===== config.mk =====
export PLATFORM = sky130hd
export DESIGN_NAME = rtc_alarm_match
export DESIGN_NICKNAME = d
export VERILOG_FILES = /design/src/rtl/rtc_alarm_pkg.sv /design/src/rtl/rtc_alarm_decode.sv /design/src/rtl/rtc_alarm_datapath.sv /design/src/rtl/rtc_alarm_match.sv
export SDC_FILE = /design/constraint.sdc
export NUM_CORES = 1
export LEC_CHECK = 0
export BUFFER_PORTS_ARGS = -buffer_cell sky130_fd_sc_hd__buf_4
export CORE_MARGIN = 2
export CORE_UTILIZATION = 47
export DETAILED_ROUTE_END_ITERATION = 8
export HOLD_SLACK_MARGIN = 0.05
export PLACE_DENSITY_LB_ADDON = 0.3
export RECOVER_POWER = 25
export SYNTH_ARGS = -nofsm -noshare
export SYNTH_HDL_FRONTEND = slang
export SYNTH_HIERARCHICAL = 1
export SYNTH_SLANG_ARGS = --single-unit

===== constraint.sdc =====
create_clock -name clk -period 1.43 [get_ports clk]
set_input_delay 0 -clock clk [delete_from_list [all_inputs] [get_ports clk]]
set_output_delay 0 -clock clk [all_outputs]
set_load 0.01 [all_outputs]

===== src/rtl/rtc_alarm_pkg.sv =====
`timescale 1ns/1ps
package rtc_alarm_pkg;
  localparam int DATA_W     = 8;
  localparam int ADDR_W     = 8;
  localparam int NUM_FIELDS = 5;
  localparam int SEC_W      = 7;
  localparam int MIN_W      = 7;
  localparam int HOUR_W     = 6;
  localparam int MDAY_W     = 6;
  localparam int WDAY_W     = 3;

  localparam logic [ADDR_W-1:0] CTRL_ADDR  = 8'h01;
  localparam logic [ADDR_W-1:0] ALARM_BASE = 8'h0A;
  localparam int FLAG_BIT = 4;
  localparam int IEN_BIT  = 1;
  localparam int DIS_BIT  = DATA_W - 1;

  // Compare mask per field index (0 seconds .. 4 weekday)
  function automatic logic [DATA_W-1:0] fieldMask(input int idx);
    case (idx)
      0:       return DATA_W'((1 << SEC_W) - 1);
      1:       return DATA_W'((1 << MIN_W) - 1);
      2:       return DATA_W'((1 << HOUR_W) - 1);
      3:       return DATA_W'((1 << MDAY_W) - 1);
      default: return DATA_W'((1 << WDAY_W) - 1);
    endcase
  endfunction

  typedef struct packed {
    logic                  ctrlRd;
    logic                  ctrlWr;
    logic                  flagClr;
    logic [NUM_FIELDS-1:0] alarmRd;
    logic [NUM_FIELDS-1:0] alarmWr;
  } strobe_t;
endpackage


===== src/rtl/rtc_alarm_decode.sv =====
`timescale 1ns/1ps
module rtc_alarm_decode
  import rtc_alarm_pkg::*;
(
  input  logic [ADDR_W-1:0] regAddr,
  input  logic [DATA_W-1:0] regWrData,
  input  logic              regWrEn,
  output strobe_t           strobes
);
  logic                  hitCtrl;
  logic [NUM_FIELDS-1:0] hitAlarm;

  assign hitCtrl = (regAddr == CTRL_ADDR);

  genvar g;
  generate
    for (g = 0; g < NUM_FIELDS; g++) begin : gHit
      assign hitAlarm[g] = (regAddr == ALARM_BASE + ADDR_W'(g));
    end
  endgenerate

  always_comb begin
    strobes         = '0;
    strobes.ctrlRd  = hitCtrl;
    strobes.ctrlWr  = hitCtrl && regWrEn;
    strobes.flagClr = hitCtrl && regWrEn && !regWrData[FLAG_BIT];
    strobes.alarmRd = hitAlarm;
    strobes.alarmWr = hitAlarm & {NUM_FIELDS{regWrEn}};
  end
endmodule


===== src/rtl/rtc_alarm_datapath.sv =====
`timescale 1ns/1ps
module rtc_alarm_datapath
  import rtc_alarm_pkg::*;
(
  input  logic                                clk,
  input  logic                                rst_n,
  input  strobe_t                             strobes,
  input  logic [DATA_W-1:0]                   wrData,
  input  logic [NUM_FIELDS-1:0][DATA_W-1:0]   calVec,
  input  logic                                secTick,
  output logic [DATA_W-1:0]                   rdData,
  output logic                                alarmFlag,
  output logic                                irqEn
);
  localparam logic [DATA_W-1:0] RESET_VAL = DATA_W'(1) << DIS_BIT;

  logic [NUM_FIELDS-1:0][DATA_W-1:0] alarmView;
  logic [NUM_FIELDS-1:0]             fieldHit;
  logic [NUM_FIELDS-1:0]             fieldUsed;
  logic                              anyMatch;
  logic                              flagQ;
  logic                              ienQ;

  genvar g;
  generate
    for (g = 0; g < NUM_FIELDS; g++) begin : gField
      localparam logic [DATA_W-1:0] MASK = fieldMask(g);
      logic [DATA_W-1:0] valueQ;

      always_ff @(posedge clk or negedge rst_n) begin
        if (!rst_n)                  valueQ <= RESET_VAL;
        else if (strobes.alarmWr[g]) valueQ <= wrData;
      end

      assign alarmView[g] = valueQ;
      assign fieldUsed[g] = ~valueQ[DIS_BIT];
      assign fieldHit[g]  = valueQ[DIS_BIT] | ((valueQ & MASK) == (calVec[g] & MASK));
    end
  endgenerate

  // At least one field must take part; all enabled fields must agree
  assign anyMatch = (&fieldHit) & (|fieldUsed);

  always_ff @(posedge clk or negedge rst_n) begin
    if (!rst_n) begin
      flagQ <= 1'b0;
      ienQ  <= 1'b0;
    end else begin
      if (secTick && anyMatch)  flagQ <= 1'b1;
      else if (strobes.flagClr) flagQ <= 1'b0;
      if (strobes.ctrlWr)       ienQ  <= wrData[IEN_BIT];
    end
  end

  always_comb begin
    rdData = '0;
    if (strobes.ctrlRd) begin
      rdData[FLAG_BIT] = flagQ;
      rdData[IEN_BIT]  = ienQ;
    end
    for (int i = 0; i < NUM_FIELDS; i++) begin
      if (strobes.alarmRd[i]) rdData = rdData | alarmView[i];
    end
  end

  assign alarmFlag = flagQ;
  assign irqEn     = ienQ;
endmodule


===== src/rtl/rtc_alarm_match.sv =====
`timescale 1ns/1ps
module rtc_alarm_match
  import rtc_alarm_pkg::*;
(
  input  logic              clk,
  input  logic              rst_n,
  input  logic [ADDR_W-1:0] regAddr,
  input  logic [DATA_W-1:0] regWrData,
  input  logic              regWrEn,
  output logic [DATA_W-1:0] rdData,
  input  logic [SEC_W-1:0]  calSec,
  input  logic [MIN_W-1:0]  calMin,
  input  logic [HOUR_W-1:0] calHour,
  input  logic [MDAY_W-1:0] calMday,
  input  logic [WDAY_W-1:0] calWday,
  input  logic              secTick,
  output logic              alarmFlag,
  output logic              irqOe
);
  strobe_t                           strobes;
  logic [NUM_FIELDS-1:0][DATA_W-1:0] calVec;
  logic                              irqEn;

  assign calVec[0] = DATA_W'(calSec);
  assign calVec[1] = DATA_W'(calMin);
  assign calVec[2] = DATA_W'(calHour);
  assign calVec[3] = DATA_W'(calMday);
  assign calVec[4] = DATA_W'(calWday);

  rtc_alarm_decode u_decode (
    .regAddr   (regAddr),
    .regWrData (regWrData),
    .regWrEn   (regWrEn),
    .strobes   (strobes)
  );

  rtc_alarm_datapath u_dp (
    .clk       (clk),
    .rst_n     (rst_n),
    .strobes   (strobes),
    .wrData    (regWrData),
    .calVec    (calVec),
    .secTick   (secTick),
    .rdData    (rdData),
    .alarmFlag (alarmFlag),
    .irqEn     (irqEn)
  );

  assign irqOe = alarmFlag & irqEn;
endmodule


Word level (Yosys, flattened, before mapping)
Cells that the tools add are included.
- register bits after elaboration: 42
- bits of input ports: 49
- output and inout bits: 10
- logic and storage cells: 52
- equality and inequality tests: 11
- muxes and demuxes: 9
- bitwise operators: 18
- reduce and logical (&&, ||, !) cells: 7
- operators by type and width (cell ; number):
    8-bit by 4-bit == test with 1-bit output (second input constant) ; 5
    8-bit two-way mux ; 5
    8-bit bitwise OR ; 4
    7-bit == test ; 2
    6-bit == test ; 2
    8-bit by 1-bit == test with 1-bit output (second input constant) ; 1
    5-bit by 8-bit bitwise OR with 8-bit output ; 1
    5-bit bitwise AND ; 1
    1-bit inverter ; 5
    1-bit bitwise OR ; 5
    5-bit AND reduction ; 1
    5-bit OR reduction ; 1
    1-bit two-way mux ; 4
    3-bit == test ; 1
    1-bit logical AND ; 3
    1-bit bitwise AND ; 2
    2-bit nonzero test ; 1
    1-bit logical NOT ; 1

Depth between registers and ports, before layout
Gate-level depths: netlist of the first run.
- word-level depth: 12
- depth in mapped cells: 6
- gate-level depth less buffers: 5

Cells and area by module
Netlist of the first run, hierarchy kept.
- modules (own cells, without submodules) (module ; times used ; cells an instance ; area an instance (um2) ; sequential area each (um2)):
    rtc_alarm_datapath ; 1 ; 162 ; 2093.3 ; 1057.3
    rtc_alarm_decode ; 1 ; 26 ; 160.2 ; 0.0
    rtc_alarm_match ; 1 ; 2 ; 10.0 ; 0.0

Least setup slack after synthesis of the first run
No wires, ideal clock.
- path type: input to register
- start: in regAddr[5]
- end: reg u_dp.gField[3].valueQ[0]
- library setup time: 0.125 ns
- data arrival time: 1.510 ns
- data required time: 1.305 ns
- path slack: -0.205 ns
- stages on the path: 5
- path buffers: 2
- path through: or4_4 buf_6 nor3_1 clkbuf_1 mux2_2
- RTL lines (element ; line ; source):
    start, declared ; rtc_alarm_match.sv:7 ; input logic [ADDR_W-1:0] regAddr,
    end signal, assigned ; rtc_alarm_datapath.sv:32 ; else if (strobes.alarmWr[g]) valueQ <= wrData;
    end, declared ; rtc_alarm_datapath.sv:28 ; logic [DATA_W-1:0] valueQ;

Worst setup path in the final report of the first run
- start: reg u_dp.gField[2].valueQ[3]
- end: reg u_dp.flagQ, in the netlist u_dp/alarmFlag
- word-level cells in the longest chain between the ends: 6
- elaborated cells between the ends (all ways): 7
- those cells by class: eq/ne: 1; mux: 1; bitwise: 2; reduce/logical: 3
- ends and longest elaborated chain (element ; line ; source):
    start, declared ; rtc_alarm_datapath.sv:28 ;
    start signal, assigned ; rtc_alarm_datapath.sv:32 ;
    6-bit == test * ; rtc_alarm_datapath.sv:37 ; assign fieldHit[g] = valueQ[DIS_BIT] | ((valueQ & MASK) == (calVec[g] & MASK));
    1-bit bitwise OR * ; rtc_alarm_datapath.sv:37 ;
    5-bit AND reduction * ; rtc_alarm_datapath.sv:42 ; assign anyMatch = (&fieldHit) & (|fieldUsed);
    1-bit bitwise AND * ; rtc_alarm_datapath.sv:42 ;
    1-bit logical AND * ; rtc_alarm_datapath.sv:49 ; if (secTick && anyMatch) flagQ <= 1'b1;
    1-bit two-way mux / 2-bit nonzero test (equally long branches) ; - ;
    end signal, assigned ; rtc_alarm_datapath.sv:46 ; flagQ <= 1'b0;
    end signal, assigned ; rtc_alarm_datapath.sv:49 ;
    end signal, assigned ; rtc_alarm_datapath.sv:50 ; else if (strobes.flagClr) flagQ <= 1'b0;
    end, declared ; rtc_alarm_datapath.sv:21 ; logic flagQ;
Mark *: on every way between the ends. The rest lies on a longest branch, timed or not.
A chain may end at the register's enable or synchronous reset.

==> metrics.txt, run 1 <==
area taken by flip-flops and latches between 1000 and 1500 sq um; WP data required approximately 1700 ps; Sw Ratio about a quarter; total vias in the final route 2061; Clock transition at path regs 80 ps; Slew Limit Fails 0; DRC 0; GRT overflow 0; Synth warnings 6; critical path, cell by cell xor2_1 > nor4_2 > a31oi_1 > nor4_2 > a32o_1; CTS Buf Count 5; H-Tree Depth 2; kind of critical path reg -> reg; CTS tree done; Die Wd 73.3 um; Max-slew headroom 30.3%; Tot GR Track Use between 20% and 30%; Final Cycle Share 112%; Reg power frac 47.9%; DRT Pass-1 Iters 5; cells on worst reg2reg path 5; Layout Nets roughly 330; crit-path max cell delay between 300 and 400 ps; root buf cell clkbuf_8; starting density of the core approximately half; crit-path leading delay family simple AND/OR/NAND/NOR gates; total core area approximately 4700 sq um; Rows 25; Synth Area per Inst around 12 sq um; Max clock buf depth 2; routed vias/inst between 6 and 7; crit path buf inv count 0; first-pass GRT wire length roughly 11000 um; routed wire length a little over 7000 um; CP Launch Type flip-flop; Static Leakage about 0.0017 uW; critical path depth in cells 5; Wirelength per Cell approximately 21 um; peak supply drop 0.552 mV; min Tclk post-route roughly 1600 ps; Clock power frac 35.7%; P_int around 2100 uW; clk_lat worst skew just under 300 ps; # Max-Cap Violations 0; final setup violation count 18; Post-Syn Area 2260 sq um; Pwr Density around 780 nW/um^2; outcome finished with violations; combinational power share around 16%; fmax ~620 MHz; Port Buffers 58; nature of the critical path endpoint flip-flop; I/O pins 59; Post-Syn Nets roughly 240; worst hold path type in -> reg; unrepaired setup endpoints after global routing true; vias in the first global route 2067; hold path depth 3; area grow syn2layout 53.2%; Slowest-stage cell, CP dfrtp_1; final hold viol count 0; measured slew at the worst slew-check pin between 1000 and 1500 ps; CP max FO 2; # diodes 0; CP arrival 1830 ps; chip height between 70 and 80 um; pin count of the biggest net entering global routing 43; Setup WS post-layout -177 ps; RePlAce Congestion around 0.85; Setup Total Neg Slack -793 ps; most frequent CP cell nor4_2; dpl hpwl about 4600 um; Sink Count 42; initial antenna violation count 0; switching power of the nets between 600 and 700 uW; worst hold slack 147 ps; post-synthesis cell count roughly 190; die area between 5000 and 6000 sq um; Worst Clk Skew around 7.6 ps; layout cell share with drive strength beyond 1 59.1%; fin util 73.8%; ANT nets after route 0; DRT iter0 DRCs 244; area occupied by multi-input gates around 1400 sq um; failing checks setup timing; PnR Total Power ~2700 uW; Fillers between 300 and 400
layout make-up:
class | count | area share, %
repair buffers | 101 | 24.4
multi-input cells | 133 | 39.5
inverters | 2 | 0.217
clock inverters | 1 | 0.867
well taps | 54 | 1.95
flip-flops and latches | 42 | 30.5
clock buffers | 7 | 2.49
worst reg2reg max path: cells and delay by family (launching register included):
family          cells  cell delay [ps]
flops               1              390
simple gates        2              630
compound gates      2              360
xor+xnor            1              160
power by group through the flow:
stage	Clock, uW	Sequential, uW	Combinational (uW)
2_1_floorplan	0	1310	143
3_3_place_gp	0	1310	365
3_5_place_dp	0	1320	371
4_1_cts	983	1300	425
5_1_grt	1040	1300	475
6_report	966	1300	445
metrics by stage:
| stage | area, sq um | setup WS (ps) | instances |
|---|---|---|---|
| finish | 3460 | -177 | 340 |
| global route | 3460 | -250 | 340 |
| CTS | 3380 | -139 | 339 |
| detailed placement | 2970 | -268 | 319 |
| global placement | 2970 | -246 | 319 |
| floorplan | 2330 | -60.0 | 189 |
sequential cells by signal (all words and copies together) (netlist names):
| name | flops |
|---|---|
| u_dp/gField.valueQ | 40 |
| u_dp/alarmFlag | 1 |
| u_dp/irqEn | 1 |
cells in the final DEF (no fill, tap or decap), types with 4 or more instances in the layout:
cell type / n
xor2_1: 19
mux2_4: 12
dfstp_2: 5
nor3_4: 6
nand2_1: 8
nor4_1: 4
dfrtp_1: 37
a222oi_1: 6
a22oi_2: 9
mux2_2: 29
clkbuf_8: 6
dlygate4sd3_1: 10
xnor2_1: 10
buf_4: 74
buf_6: 15
repair_timing:
item / in CTS / in global routing
hold buffers: 10 / 0
gates resized for setup: 36 / 17
pin swaps: 20 / 7
endpoints found under the setup margin: 9 / 25
endpoints found under the hold margin: 83 / 0
gates cloned: 0 / 0
buffers inserted: 2 / 1
metal layers:
metal | track usage [%] | vias up | share of wire (%)
li1 | - | 902 | -
met1 | 36.0 | 1008 | 41
met2 | 43.9 | 123 | 48
met3 | 5.90 | 28 | 7.0
met4 | 13.9 | 0 | 3.9
met5 | 0 | - | 0
worst paths after layout:
path / slack, ps / startpoint / to
min reg2reg: 520 / u_dp/gField[4].valueQ[5] / u_dp/gField[4].valueQ[5]
max reg2reg: -180 / u_dp/gField[2].valueQ[3] / u_dp/alarmFlag
min: 150 / regAddr[3] / u_dp/irqEn
min in group asynchronous: 430 / rst_n / u_dp/gField[4].valueQ[1]
max: -180 / u_dp/gField[2].valueQ[3] / u_dp/alarmFlag
max in group asynchronous: 360 / rst_n / u_dp/gField[1].valueQ[4]
(Power assumes the default switching activity.)
==> run 2, diff against run 1 <==
- CORE_UTILIZATION: 47 -> 40
- SETUP_SLACK_MARGIN: default -> 0.15
==> run 2 against run 1 <==
Net effect: the flow still finishes with violations (setup timing); clock-buffer cell count is the same; sequential share of layout area shrank 2.0 points; fmax shrank 3.8%; clock power grew 1%; sequential power is essentially flat; first-iteration DRC count shrank 47%; worst hold slack lost 52 ps; critical path depth grew 2; setup slack lost 63 ps; critical endpoint unchanged; largest cell class unchanged.
==> metrics.txt, run 2 (synthesis gave the netlist of run 1 again) <==
Die Wd 79.2 um (+7.9%); fmax 599 MHz (-3.8%); Port Buffers 58 (unchanged); kind of critical path reg -> reg; cells on worst reg2reg path 7 (+2); area grow syn2layout 64.1%; pin count of the biggest net entering global routing 43 (unchanged); PnR Total Power 2760 uW (+2.0%); total vias in the final route 2041 (-0.97%); fin util 67.8% (-6.0 points); worst hold path type in -> reg; RePlAce Congestion 0.811 (-4.9%); measured slew at the worst slew-check pin 1040 ps (-4.27 ps); # diodes 0 (unchanged); WP data required 1660 ps (about the same); Fillers 434 (+39%); Static Leakage 0.00176 uW (+4.7%); layout cell share with drive strength beyond 1 62.5% (+3.4 points); hold path startpoint regAddr[2]; ANT nets after route 0 (unchanged); die area 6270 sq um (+17%); unrepaired setup endpoints after global routing true; Final Cycle Share 117% (+4.4 points); dpl hpwl 4960 um (+6.9%); outcome finished with violations; Rows 27 (+8.0%); Clock transition at path regs 90 ps (about the same); DRT Pass-1 Iters 4 (-1); clk_lat worst skew 290 ps (about the same); starting density of the core 41.3% (-6.9 points); Sink Count 42 (unchanged); Max clock buf depth 2 (unchanged); min Tclk post-route 1670 ps (+62.8 ps); root buf cell clkbuf_8; Worst Clk Skew 9.10 ps (+1.48 ps); # Max-Cap Violations 0 (unchanged); area taken by flip-flops and latches 1060 sq um (unchanged); CP max FO 2 (unchanged); final setup violation count 41 (+23); chip height 79.2 um (+7.9%); failing checks setup timing; Slew Limit Fails 0 (unchanged); final hold viol count 0 (unchanged); total core area 5470 sq um (+17%); GRT overflow 0 (unchanged); Max-slew headroom 30.6% (+0.28 points); R2R setup slack -240 ps (-60 ps); I/O pins 59 (unchanged); routed vias/inst 5.55 (-8.5%); vias in the first global route 2155 (+4.3%); Tot GR Track Use 23.9% (-3.9 points); peak supply drop 0.552 mV (about the same); commonest non-fill, non-tap cells in the layout buf_4, mux2_4, dfrtp_1, xor2_1, buf_6; hold path depth 3 (unchanged); DRT iter0 DRCs 129 (-47%); Pwr Density 745 nW/um^2 (-4.8%); routed wire length 7280 um (+2.6%); most flop-heavy register u_dp/gField.valueQ; CTS Buf Count 5 (unchanged); initial antenna violation count 0 (unchanged); Layout Nets 344 (+3.0%); reg2reg end u_dp/alarmFlag; commonest non-fill, non-tap cell in the layout buf_4; worst reg2reg path startpoint u_dp/gField[0].valueQ[5]; H-Tree Depth 2 (unchanged); DRC 0 (unchanged); first-pass GRT wire length 11200 um (+3.0%); Setup WS post-layout -240 ps (-62.8 ps); nature of the critical path endpoint flip-flop; CP arrival 1900 ps (+70 ps); max reg flops 40 (unchanged); Endpoint, Worst Hold u_dp/irqEn; CTS tree done; CP Launch Type flip-flop; Wirelength per Cell 19.8 um (-5.2%); area occupied by multi-input gates 1500 sq um (+9.3%)
-- run 2: cell types whose count changed in the layout (fill, tap and decap cells not counted), sizes merged --
cell	change
buf	+10
-- run 2: layout make-up --
| cell class | instances | share of cell area (%) |
|---|---|---|
| Clock buffer | 7 | 2.33 |
| Tap cell | 72 | 2.43 |
| Inverter | 2 | 0.202 |
| Sequential cell | 42 | 28.5 |
| Multi-Input combinational cell | 133 | 40.4 |
| Timing Repair Buffer | 111 | 25.4 |
| Clock inverter | 1 | 0.810 |
-- run 2: through the flow --
step	setup slack [ps]	instances	hold slack [ps]	instance area [sq um]	setup TNS (ps)
final	-240	368	94.8	3710	-2820
after global routing	-353	368	96.5	3710	-4740
after CTS	-292	366	101	3600	-1220
after detailed placement	-291	345	20.0	3190	-9430
after global placement	-227	345	16.0	3190	-8710
after floorplan	-24.1	189	-296	2450	-169
-- run 2: how the worst max path moves through the flow --
| stage | start | to | slack (ps) |
|---|---|---|---|
| after CTS | u_dp/gField[0].valueQ[0] | u_dp/alarmFlag | -290 |
| after global routing | u_dp/gField[3].valueQ[3] | u_dp/alarmFlag | -350 |
| final | u_dp/gField[0].valueQ[5] | u_dp/alarmFlag | -240 |
| after detailed placement | u_dp/gField[0].valueQ[0] | u_dp/alarmFlag | -290 |
| after global placement | regAddr[6] | u_dp/gField[4].valueQ[3] | -230 |
| after floorplan | regAddr[6] | u_dp/gField[2].valueQ[0] | -20 |
-- run 2: report_power, final --
group | leakage [uW] | switching, uW | internal, uW
clock | 0.0000585 | 411 | 570
sequential | 0.000562 | 51.6 | 1250
combinational | 0.00114 | 204 | 280
-- run 2: worst max-delay path, stage by stage, from the launching register on --
cell     delay, ps
dfrtp_1        390
xor2_1         180
nor4_2         290
buf_4          160
a41oi_2        140
nor4_2         160
buf_4          140
a32o_1         140
-- run 2: timing repair --
item	4_1_cts	5_1_grt
setup buffers	3	2
hold buffers	10	0
endpoints found under the hold margin	79	0
setup endpoints to repair	44	50
pin swaps	5	8
gates resized for setup	36	18
-- run 2: per-layer routing --
metal / global-route usage, % / vias up / share of wire [%]
met1: 30.7 / 1037 / 42
met5: 0 / - / 0
met3: 4.32 / 14 / 6.4
met2: 40.2 / 75 / 49
li1: - / 915 / -
met4: 8.79 / 0 / 2.4
